### config.mk
export PLATFORM = sky130hd
export DESIGN_NAME = sd_cmd_tx
export DESIGN_NICKNAME = d
export VERILOG_FILES = /design/src/rtl/sd_cmd_tx_pkg.sv /design/src/rtl/sd_cmd_crc7.sv /design/src/rtl/sd_cmd_shifter.sv /design/src/rtl/sd_cmd_tx.sv
export SDC_FILE = /design/constraint.sdc
export NUM_CORES = 1
export LEC_CHECK = 0
export BUFFER_PORTS_ARGS = -buffer_cell sky130_fd_sc_hd__buf_4
export CAP_MARGIN = 40
export CELL_PAD_IN_SITES_DETAIL_PLACEMENT = 1
export CELL_PAD_IN_SITES_GLOBAL_PLACEMENT = 1
export CORE_AREA = 4 4 109 111
export CTS_BUF_LIST = sky130_fd_sc_hd__clkbuf_8
export CTS_CLUSTER_SIZE = 20
export DETAILED_ROUTE_END_ITERATION = 16
export DIE_AREA = 0 0 113 115
export PLACE_DENSITY_LB_ADDON = 0.1
export SLEW_MARGIN = 20
export SYNTH_ARGS = -nofsm -noshare
export SYNTH_HDL_FRONTEND = slang
export SYNTH_SLANG_ARGS = --single-unit
### constraint.sdc
create_clock -name clk -period 1.6 [get_ports clk]
set_input_delay 0.32 -clock clk [delete_from_list [all_inputs] [get_ports clk]]
set_output_delay 0.32 -clock clk [all_outputs]
set_load 0.02 [all_outputs]
### src/rtl/sd_cmd_tx_pkg.sv
package sd_cmd_tx_pkg;
  localparam int WORD_W     = 16;
  localparam int TOKEN_BITS = 48;
  localparam int CRC_SPAN   = 40;
  localparam int CRC_W      = 7;

  localparam logic [1:0] ADDR_TOK_LO  = 2'd0;
  localparam logic [1:0] ADDR_TOK_MID = 2'd1;
  localparam logic [1:0] ADDR_TOK_HI  = 2'd2;
  localparam logic [1:0] ADDR_FIRE    = 2'd3;

  localparam int FIRE_TOGGLE_BIT = 12;
  localparam int STAT_IDLE    = 0;
  localparam int STAT_REJECT  = 1;
  localparam int STAT_CRC_ERR = 2;
  localparam int STAT_ECHO    = 15;

  localparam logic [5:0] DESELECT_INDEX = 6'd7;

  typedef enum logic [1:0] {ST_IDLE, ST_SHIFT, ST_TAIL, ST_WAIT} tx_state_t;

  // One serial CRC7 step, generator x^7 + x^3 + 1
  function automatic logic [CRC_W-1:0] crc7_next(input logic [CRC_W-1:0] crc, input logic din);
    logic fb;
    fb = din ^ crc[CRC_W-1];
    crc7_next = {crc[CRC_W-2:0], 1'b0} ^ (fb ? 7'h09 : 7'h00);
  endfunction

  // Index 7 with a zero argument: no response follows
  function automatic logic is_deselect(input logic [TOKEN_BITS-1:0] tok);
    is_deselect = (tok[45:40] == DESELECT_INDEX) && (tok[39:8] == 32'd0);
  endfunction

  // CRC byte matches the computed value and carries the end bit
  function automatic logic tail_ok(input logic [7:0] tail, input logic [CRC_W-1:0] crc);
    tail_ok = (tail[7:1] == crc) && tail[0];
  endfunction
endpackage

### src/rtl/sd_cmd_crc7.sv
module sd_cmd_crc7
  import sd_cmd_tx_pkg::*;
(
  input  logic             clk,
  input  logic             rst_n,
  input  logic             clear,
  input  logic             step,
  input  logic             din,
  output logic [CRC_W-1:0] crc
);
  always_ff @(posedge clk or negedge rst_n) begin
    if (!rst_n)     crc <= '0;
    else if (clear) crc <= '0;
    else if (step)  crc <= crc7_next(crc, din);
  end
endmodule

### src/rtl/sd_cmd_shifter.sv
module sd_cmd_shifter #(
  parameter int BITS = 48,
  parameter int SPAN = 40
) (
  input  logic            clk,
  input  logic            rst_n,
  input  logic            load,
  input  logic [BITS-1:0] token,
  input  logic            tick,
  output logic            bit_now,
  output logic            last,
  output logic            in_span
);
  localparam int CW = $clog2(BITS + 1);

  logic [BITS-1:0] sr;
  logic [CW-1:0]   cnt;

  always_ff @(posedge clk or negedge rst_n) begin
    if (!rst_n) begin
      sr  <= '0;
      cnt <= '0;
    end else if (load) begin
      sr  <= token;
      cnt <= '0;
    end else if (tick) begin
      sr  <= {sr[BITS-2:0], 1'b0};
      cnt <= cnt + 1'b1;
    end
  end

  assign bit_now = sr[BITS-1];
  assign last    = (cnt == CW'(BITS - 1));
  assign in_span = (cnt < CW'(SPAN));
endmodule

### src/rtl/sd_cmd_tx.sv
module sd_cmd_tx
  import sd_cmd_tx_pkg::*;
#(
  parameter int NCR_CYCLES = 2
) (
  input  logic              clk,
  input  logic              rst_n,
  input  logic              wr_en,
  input  logic [1:0]        wr_addr,
  input  logic [WORD_W-1:0] wr_data,
  input  logic              clk_en,
  output logic              cmd_out,
  output logic [WORD_W-1:0] status
);
  localparam int WCNT_W = (NCR_CYCLES > 1) ? $clog2(NCR_CYCLES) : 1;

  tx_state_t         state;
  logic [WORD_W-1:0] tok_lo, tok_mid, tok_hi;
  logic [7:0]        tail_q;
  logic              desel_q, tog_q, echo_q, rej_q, crc_err_q, cmd_q;
  logic [WCNT_W-1:0] wcnt;

  // Named internal events
  logic fire_wr, fire_accept, fire_reject, bit_tick, tail_tick, cmd_finish;
  logic bit_now, shift_last, in_span;
  logic [CRC_W-1:0] crc_val;
  logic [TOKEN_BITS-1:0] staged;

  assign staged      = {tok_hi, tok_mid, tok_lo};
  assign fire_wr     = wr_en && (wr_addr == ADDR_FIRE);
  assign fire_accept = fire_wr && (state == ST_IDLE);
  assign fire_reject = fire_wr && (state != ST_IDLE);
  assign bit_tick    = clk_en && (state == ST_SHIFT);
  assign tail_tick   = clk_en && (state == ST_TAIL);
  assign cmd_finish  = (tail_tick && desel_q) ||
                       (clk_en && (state == ST_WAIT) && (wcnt == WCNT_W'(NCR_CYCLES - 1)));

  sd_cmd_shifter #(.BITS(TOKEN_BITS), .SPAN(CRC_SPAN)) u_shift (
    .clk(clk), .rst_n(rst_n), .load(fire_accept), .token(staged),
    .tick(bit_tick), .bit_now(bit_now), .last(shift_last), .in_span(in_span)
  );

  sd_cmd_crc7 u_crc (
    .clk(clk), .rst_n(rst_n), .clear(fire_accept),
    .step(bit_tick && in_span), .din(bit_now), .crc(crc_val)
  );

  // Staging registers, free to change while a token is in flight
  always_ff @(posedge clk or negedge rst_n) begin
    if (!rst_n) begin
      tok_lo <= '0; tok_mid <= '0; tok_hi <= '0;
    end else if (wr_en) begin
      case (wr_addr)
        ADDR_TOK_LO:  tok_lo  <= wr_data;
        ADDR_TOK_MID: tok_mid <= wr_data;
        ADDR_TOK_HI:  tok_hi  <= wr_data;
        default: ;
      endcase
    end
  end

  always_ff @(posedge clk or negedge rst_n) begin
    if (!rst_n) begin
      state <= ST_IDLE; wcnt <= '0; cmd_q <= 1'b1;
      tail_q <= '0; desel_q <= 1'b0; tog_q <= 1'b0;
      echo_q <= 1'b0; rej_q <= 1'b0; crc_err_q <= 1'b0;
    end else begin
      if (fire_accept) begin
        state     <= ST_SHIFT;
        tail_q    <= tok_lo[7:0];
        desel_q   <= is_deselect(staged);
        tog_q     <= wr_data[FIRE_TOGGLE_BIT];
        rej_q     <= 1'b0;
        crc_err_q <= 1'b0;
      end
      if (fire_reject) rej_q <= 1'b1;
      if (bit_tick) begin
        cmd_q <= bit_now;
        if (shift_last) state <= ST_TAIL;
      end
      if (tail_tick) begin
        cmd_q <= 1'b1;
        wcnt  <= '0;
        if (!desel_q) state <= ST_WAIT;
      end
      if (clk_en && (state == ST_WAIT)) wcnt <= wcnt + 1'b1;
      if (cmd_finish) begin
        state     <= ST_IDLE;
        echo_q    <= tog_q;
        crc_err_q <= !tail_ok(tail_q, crc_val);
      end
    end
  end

  assign cmd_out = cmd_q;

  always_comb begin
    status               = '0;
    status[STAT_IDLE]    = (state == ST_IDLE);
    status[STAT_REJECT]  = rej_q;
    status[STAT_CRC_ERR] = crc_err_q;
    status[STAT_ECHO]    = echo_q;
  end
endmodule

==> results of run 1 <==
==> placed cells by master (no fill, tap or decap), types with 3 or more instances in the layout <==
cell type	count
nor4_1	7
inv_1	9
nand4_1	6
mux2_2	43
buf_4	46
mux2_1	6
buf_12	7
conb_1	12
a21oi_1	4
nor2_1	8
xor2_1	3
a22o_1	8
a22oi_1	39
nand2_1	114
mux2i_1	10
o21ai_0	4
o21ai_1	8
dfrtp_1	125
clkbuf_8	22
xnor2_1	11
==> cell type report <==
class,instances,area share (%)
clock buffers,22,4.84
clock inverters,9,1.52
inverters,4,0.240
multi-input cells,306,32.0
flip-flops and latches,126,50.4
well taps,140,2.80
repair buffers,56,8.27
==> timing repair <==
| action | CTS | global route |
|---|---|---|
| endpoints found under the setup margin | 1 | 3 |
| hold endpoints to repair | 20 | 0 |
| hold buffers | 1 | 0 |
| setup buffers | 2 | 2 |
| pin swaps | 1 | 1 |
| resized for setup | 1 | 1 |
==> registers in the layout, indices dropped and copies added (netlist names), 2 cells and up <==
register     flops
state            2
tail_q           8
tok_hi          16
tok_lo          16
tok_mid         16
u_crc.crc        7
u_shift.cnt      6
u_shift.sr      48
==> critical path, stage by stage, from the launching register on <==
cell and delay (ps):
dfrtp_1 410, nor2_2 150, buf_6 120, buf_6 110
==> metal layers <==
metal / wire length (um) / track usage, % / share of wire, %
met5: 0 / 0 / 0
met1: 5550 / 27.1 / 44
met4: 126 / 5.61 / 1.0
met3: 610 / 6.63 / 4.9
met2: 6240 / 35.8 / 50
==> through the flow <==
stage	cells	hold slack (ps)
after floorplan	473	24.4
final	663	111
after global routing	663	87.3
after detailed placement	627	278
after CTS	661	81.6
after global placement	627	278
==> cell families after synthesis <==
kind of cell               count (synthesis)  share of synthesized area [%]
and+or+nand+nor                          152                           12.7
DFF                                      126                           59.0
AOI/OAI and AO/OA                         68                           9.00
muxes                                     59                           12.2
buffers and inverters                     41                           4.61
xor gates and xnor gates                  14                           2.29
adders and majority gates                  1                          0.234
other                                      1                         0.0701
==> how the worst max path moves through the flow <==
stage | depth (start not counted) | to | from | slack [ps]
after global placement | 6 | u_shift.sr[12] | wr_en | 30
after floorplan | 5 | u_shift.sr[46] | state[0] | 40
after global routing | 3 | status[0] | state[0] | -10
after detailed placement | 6 | u_shift.sr[28] | wr_en | 9
after CTS | 3 | status[0] | state[1] | 20
final | 3 | status[0] | state[0] | 50
==> power by group through the flow <==
stage | clock (W) | combinational, W | sequential, W
4_1_cts | 0.00282 | 0.00280 | 0.00497
3_5_place_dp | 0 | 0.00272 | 0.00501
2_1_floorplan | 0 | 0.00196 | 0.00478
6_report | 0.00274 | 0.00279 | 0.00497
5_1_grt | 0.00298 | 0.00315 | 0.00510
3_3_place_gp | 0 | 0.00257 | 0.00498
==> flow_summary.yaml, run 1 <==
detailed_routing:
  firstDrtPassIters: 6
  wl_per_cell_um: 18.9
  num_vias: 3647
  drc: 0
  viasPerCell: 5.50
  drt_wl_total_mm: 12.5
  ant_nets: 0
  drt_iter0_drc: 149
global_routing:
  grt_max_degree: 41
  track_usage_pct: 21.3
  grt_pass1_wl_mm: 21.2
  grt_overflow: 0
  grt_pass1_vias: 4054
  antenna_found_initial: 0
synthesis:
  avgSynthCellArea_um2: 11.6
  synth_common_cells: "dfrtp_1, nand2_1, mux2_2, a22oi_1, buf_4"
  synth_top_area_share_pct: 58.5
  netlist_area_um2: 5350
  yosysSeqAreaShare_pct: 59.0
  synth_top_cell_by_area: "dfrtp_1"
  synth_most_common_cell: "dfrtp_1"
  ys_ff_latch: 126
  synth.distinct_cells: 41
  yosys_warnings: 0
  yosys-top-cells-area: "dfrtp_1, mux2_2, nand2_1, a22oi_1, buf_4"
  synth-main-ff-cell: "dfrtp_1"
  synthesis.instances: 462
  async_reset_ff_share_pct: 100
  synth_edf_count: 0
sta:
  finalMaxSlewViolations: 0
  fin_crit_sh_pct: 96.9
  fmax_mhz: 645
  worst_slack_ps: 49.8
  finalSetupViolCount: 0
  period_minus_slack_ps: 1550
  hold_viol: 0
  tns_ps: 0
  rsz0062_at_grt: "true"
  finClkSkew_ps: 9.64
pwr:
  seqPwrFrac_pct: 47.3
  p_int_w: 0.00709
  switching_share_pct: 32.5
  switchingPower_w: 0.00342
  power_frac_clock_pct: 26.1
  p_leak_nw: 2.99
  irDropWorstVdd_mv: 0.869
  power_w: 0.0105
  combPwrFrac_pct: 26.6
  power_density_nw_per_um2: 1680
critical_path:
  start_kind: "flip-flop"
  worst_ep_arrival_time_ps: 1230
  rr_startpoint: "state[0]"
  crit_type: "flip-flop to primary output"
  crit_required_ps: 1280
  crit_path_end_kind: "primary output"
  r2r-end: "state[0]"
  rr_worst_depth: 5
  r2r_slack_ps: 100
  crit_fanout: 3
clocking:
  cts_root_buf: "clkbuf_8"
  cts_sinks: 126
  cts_max_level: 4
  clockBufferDepth: 2
  tritoncts: "built"
  worstSkewPairLatency_ps: 450
  path_clk_slew_ps: 70
  numCtsBuffers: 17
placed_design:
  portBuffers: 26
  placed_area_um2: 5820
  hpwl_mm: 8.61
  pre_cts_slack_ps: 9.15
  place_congestion: 0.740
floorplanning:
  fp.dieW_um: 113
  core_um2: 10800
  start_util_pct: 49.6
  die_h_um: 115
  rows: 38
  io_pins: 39
  die_area_um2: 13000
final_layout:
  multi_input_area_um2: 2000
  diodes: 0
  fillerInstances: 1104
  drive_gt1_share_pct: 25.4
  layout.nets: 534
  design_area_um2: 6260
  regArea_um2: 3150
  syn_to_final_growth_pct: 17.0
  fin_util_pct: 58.0
min_path:
  min_path_type: "primary input to flip-flop"
  whs_endpoint: "tok_lo[10]"
  hp-start: "wr_data[10]"
  holdPathStages: 2
flow_run:
  max_cap_violations: 0
status:
  outcome: "finished, final reports clean"
No activity file was read; power rests on OpenSTA's default activity.
==> run 2, diff against run 1 <==
PLACE_DENSITY = 0.85   (was unset)
PLACE_DENSITY_LB_ADDON = unset   (was 0.1)
==> run 2 against run 1 <==
  * Routed wire length is 16% higher
  * Global-route usage is 2.5 points higher
  * Die area stayed put
  * Sequential cell count stayed put
  * Utilization is 0.32 points higher
  * Total power is 4.9% higher
  * Final area is 0.56% higher
  * Setup slack better by 20 ps
  * Sequential power is 2% higher
  * Cell count is 0.15% lower
  * Hold slack better by 27 ps
  * Via count is 4.0% higher
  * Critical path type is now flip-flop to flip-flop
==> flow_summary.yaml, run 2 (synthesis gave the netlist of run 1 again) <==
placed_design:
  placed_area_um2: 5790
  pre_cts_slack_ps: 3.92
  place_congestion: 0.829
  portBuffers: 26
  hpwl_mm: 9.22
clocking:
  cts_sinks: 126
  numCtsBuffers: 17
  clockBufferDepth: 2
  path_clk_slew_ps: 70
  tritoncts: "built"
  worstSkewPairLatency_ps: 430
  cts_root_buf: "clkbuf_8"
  cts_max_level: 4
detailed_routing:
  drc: 0
  ant_nets: 0
  drt_wl_total_mm: 14.5
  firstDrtPassIters: 4
  wl_per_cell_um: 22.0
  viasPerCell: 5.73
  drt_iter0_drc: 236
  num_vias: 3794
pwr:
  p_leak_nw: 2.98
  power_density_nw_per_um2: 1750
  irDropWorstVdd_mv: 0.728
final_layout:
  largest_reg_flops: 48
  diodes: 0
  layout.nets: 532
  layout_common_cells: "dfrtp_1, nand2_1, mux2_2, buf_4, a22oi_1"
  largest-register: "u_shift.sr"
  syn_to_final_growth_pct: 17.7
  drive_gt1_share_pct: 26.4
  design_area_um2: 6300
  layout_commonest_cell: "dfrtp_1"
global_routing:
  use_met1_pct: 29.0
  track_usage_pct: 23.8
  grt_max_degree: 41
  antenna_found_initial: 0
  grt_overflow: 0
  busiest_layer: "met2"
  grt_pass1_wl_mm: 23.5
  use_met3_pct: 5.42
  use_met2_pct: 40.9
  grt_pass1_vias: 4264
critical_path:
  crit_fanout: 6
  worst_ep_arrival_time_ps: 1890
  crit_path_end_kind: "flip-flop"
  crit_type: "flip-flop to flip-flop"
  rr_worst_depth: 4
  start_kind: "flip-flop"
  crit_required_ps: 1960
floorplanning:
  die_h_um: 115
  io_pins: 39
  fp.dieW_um: 113
  start_util_pct: 49.6
  core_um2: 10800
  die_area_um2: 13000
  rows: 38
status:
  outcome: "finished, final reports clean"
sta:
  fmax_mhz: 654
  finClkSkew_ps: 11.2
  finalSetupViolCount: 0
  rsz0062_at_grt: "false"
  tns_ps: 0
  fin_crit_sh_pct: 95.6
  worst_slack_ps: 70.0
  hold_viol: 0
  relSlewSlack_pct: 64.5
  worstMarginPinSlew_ps: 528
  finalMaxSlewViolations: 0
  period_minus_slack_ps: 1530
flow_run:
  max_cap_violations: 0
min_path:
  min_path_type: "primary input to flip-flop"
  holdPathStages: 2
run 2: cell types whose count changed in the layout (fill, tap and decap cells not counted), sizes merged:
cell      change
inv           -5
bufinv        +2
clkinv        +6
clkinvlp      +3
buf           -2
clkbuf        -5
run 2: path summary, 6_finish.rpt:
check / startpoint / to / slack (ps)
min in group asynchronous: rst_n / u_shift.cnt[2] / 400
max in group asynchronous: rst_n / tok_hi[11] / 650
max: state[1] / state[1] / 70
max reg2reg: state[1] / state[1] / 70
min reg2reg: u_shift.sr[20] / u_shift.sr[20] / 490
min: wr_data[11] / tok_lo[11] / 140
run 2: critical path: stages (launching register included):
cell and delay (ps):
dfrtp_1 420, and3b_4 400, nand4_4 130, or3_1 350
a21oi_1 160
run 2: report_power, final:
part / internal (W) / total (W) / switching, W
Clock: 0.00169 / 0.00302 / 0.00133
Sequential: 0.00419 / 0.00506 / 0.000862
Combinational: 0.00135 / 0.00294 / 0.00159
run 2: area by class of cell:
type | count | area (um2)
flip-flops and latches | 126 | 3150
multi-input cells | 306 | 2010
clock buffers | 17 | 234
inverters | 4 | 15.0
clock inverters | 15 | 196
repair buffers | 54 | 507
well taps | 140 | 175
fillers | 1112 | 4500
run 2: what timing repair did:
action	CTS	global route
pin swaps	1	0
endpoints found under the hold margin	28	0
buffers inserted	3	2
setup endpoints to repair	2	6
hold buffers	1	0
gates resized for setup	1	5
run 2: per-layer routing:
layer	vias up	wire, um
li1	1669	-
met1	1982	5990
met2	116	7540
met3	27	608
met4	0	401
met5	-	0
run 2: stage by stage:
stage	std cells	total power [W]	util, %	hold slack [ps]
after floorplan	473	0.00674	-	24.4
after global placement	624	0.00751	53.7	315
after detailed placement	624	0.00780	53.7	321
after CTS	660	0.0110	58.0	119
after global routing	662	0.0116	58.3	119
final	662	0.0110	58.3	137
==> run 3, diff against run 2 <==
CORE_AREA = 5 5 106 108   (was 4 4 109 111)
DIE_AREA = 0 0 111 113   (was 0 0 113 115)
PLACE_DENSITY = 0.91   (was 0.85)
clock period = 1.8 ns   (was 1.6 ns; I/O delays follow)
==> run 3 against run 2 <==
  * Setup slack hardly changed
  * Via count is 0.98% lower
  * Non-clock buffer count down 6
  * Sequential power is 12% lower
  * Clock power shrank 26%
  * Total power is 16% lower
  * Combinational power decreased by 14%
  * Hold slack gained 24 ps
  * Utilization up 2.3 points
  * Routed wire length decreased by 6.5%
  * Largest cell class unchanged
  * Highest routed layer unchanged
==> flow_summary.yaml, run 3 (synthesis gave the netlist of run 1 again) <==
pwr:
  switching_share_pct: 35.1
  seqPwrFrac_pct: 48.5
  p_int_w: 0.00599
  p_leak_nw: 2.93
  irDropWorstVdd_mv: 0.914
  combPwrFrac_pct: 27.4
  power_density_nw_per_um2: 1500
  power_frac_clock_pct: 24.2
  switchingPower_w: 0.00323
detailed_routing:
  firstDrtPassIters: 4
  drc: 0
  drt_wl_total_mm: 13.6
  drt_iter0_drc: 267
  viasPerCell: 5.76
  wl_per_cell_um: 20.9
  num_vias: 3757
  ant_nets: 0
final_layout:
  drive_gt1_share_pct: 24.8
  design_area_um2: 6140
  layout_common_cells: "dfrtp_1, nand2_1, mux2_2"
  layout.nets: 526
  largest_reg_flops: 48
  layout_commonest_cell: "dfrtp_1"
  fin_util_pct: 60.6
  fillerInstances: 1056
  largest-register: "u_shift.sr"
  syn_to_final_growth_pct: 14.9
  diodes: 0
critical_path:
  slowest_delay_ps: 430
  cpMaxStageDelayCell: "dfrtp_1"
  worst_ep_arrival_time_ps: 1370
  crit_buf_inv: 2
  path_common_cell: "buf_4"
  rr_worst_depth: 5
  crit_type: "flip-flop to primary output"
  crit_chain: "nor2_2 -> buf_4 -> buf_4"
  crit_path_end_kind: "primary output"
  crit_required_ps: 1440
  start_kind: "flip-flop"
  cp_num_cells: 3
  crit_fanout: 4
  crit_family: "flip-flops"
placed_design:
  portBuffers: 26
  place_congestion: 0.791
  hpwl_mm: 9.05
  placed_area_um2: 5730
sta:
  relSlewSlack_pct: 59.1
  finClkSkew_ps: 11.7
  rsz0062_at_grt: "false"
  fin_crit_sh_pct: 96.1
  hold_ws_ps: 161
  period_minus_slack_ps: 1730
  hold_viol: 0
  tns_ps: 0
  finalSetupViolCount: 0
  worstMarginPinSlew_ps: 608
  fmax_mhz: 578
  finalMaxSlewViolations: 0
flow_run:
  max_cap_violations: 0
floorplanning:
  io_pins: 39
  core_um2: 10100
  fp.dieW_um: 111
  start_util_pct: 52.8
  die_area_um2: 12500
  rows: 37
  die_h_um: 113
global_routing:
  grt_overflow: 0
  grt_pass1_vias: 4138
  track_usage_pct: 22.8
  grt_pass1_wl_mm: 22.3
  grt_max_degree: 50
  antenna_found_initial: 0
clocking:
  cts_max_level: 4
  clockBufferDepth: 2
  worstSkewPairLatency_ps: 440
  numCtsBuffers: 17
  tritoncts: "built"
  cts_root_buf: "clkbuf_8"
  path_clk_slew_ps: 80
  cts_sinks: 126
min_path:
  min_path_type: "primary input to flip-flop"
  holdPathStages: 2
status:
  outcome: "finished, final reports clean"
==> run 3: cell types whose count changed in the layout (fill, tap and decap cells not counted), moves of 2 or more <==
cell and delta:
bufinv_16 -3, inv_1 +3, clkinv_4 -2, clkinv_2 +2, buf_6 -3, buf_4 -3
clkinvlp_4 -2
==> run 3: area by class of cell <==
| cell class | count | area (um2) | share of cell area (%) |
|---|---|---|---|
| clock buffer | 18 | 248 | 4.03 |
| clock inverter | 14 | 104 | 1.69 |
| inverter | 4 | 15.0 | 0.244 |
| multi-input combinational | 306 | 2000 | 32.6 |
| sequential | 126 | 3150 | 51.3 |
| tap | 136 | 170 | 2.77 |
| timing repair buffer | 48 | 450 | 7.33 |
==> run 3: path summary, 6_finish.rpt <==
path / startpoint / endpoint / slack (ps)
min in group asynchronous: rst_n / u_shift.cnt[0] / 320
setup / recovery: state[0] / status[0] / 70
hold / removal: wr_data[13] / tok_lo[13] / 160
setup reg to reg: state[1] / u_crc.crc[0] / 160
hold reg to reg: u_shift.sr[43] / u_shift.sr[43] / 480
max in group asynchronous: rst_n / u_shift.sr[19] / 970
==> run 3: what timing repair did <==
action                     4_1_cts  5_1_grt
setup endpoints to repair        0        1
hold buffers                     1        0
setup buffers                    0        5
hold endpoints to repair        10        0
gates resized for setup          0        1
==> run 3: power by group through the flow <==
stage                     logic [W]  clock network (W)  registers [W]
after floorplan             0.00174                  0        0.00425
after detailed placement    0.00240                  0        0.00449
after global routing        0.00279            0.00240        0.00456
final                       0.00252            0.00223        0.00447
after global placement      0.00222                  0        0.00441
after CTS                   0.00243            0.00226        0.00446
==> run 3: metrics by stage <==
| stage | power (W) | setup slack (ps) | cells |
|---|---|---|---|
| 5_1_grt | 0.00976 | 15.3 | 652 |
| 3_5_place_dp | 0.00689 | 125 | 614 |
| 6_report | 0.00922 | 69.9 | 652 |
| 4_1_cts | 0.00915 | 42.7 | 647 |
| 3_3_place_gp | 0.00663 | 118 | 614 |
| 2_1_floorplan | 0.00599 | 239 | 473 |
==> run 3: layer usage <==
layer	up-vias	GRT usage (%)	share of wire, %
li1	1668	-	-
met1	1968	27.7	41
met2	92	39.3	52
met3	29	6.26	4.5
met4	0	8.13	2.6
met5	-	0	0
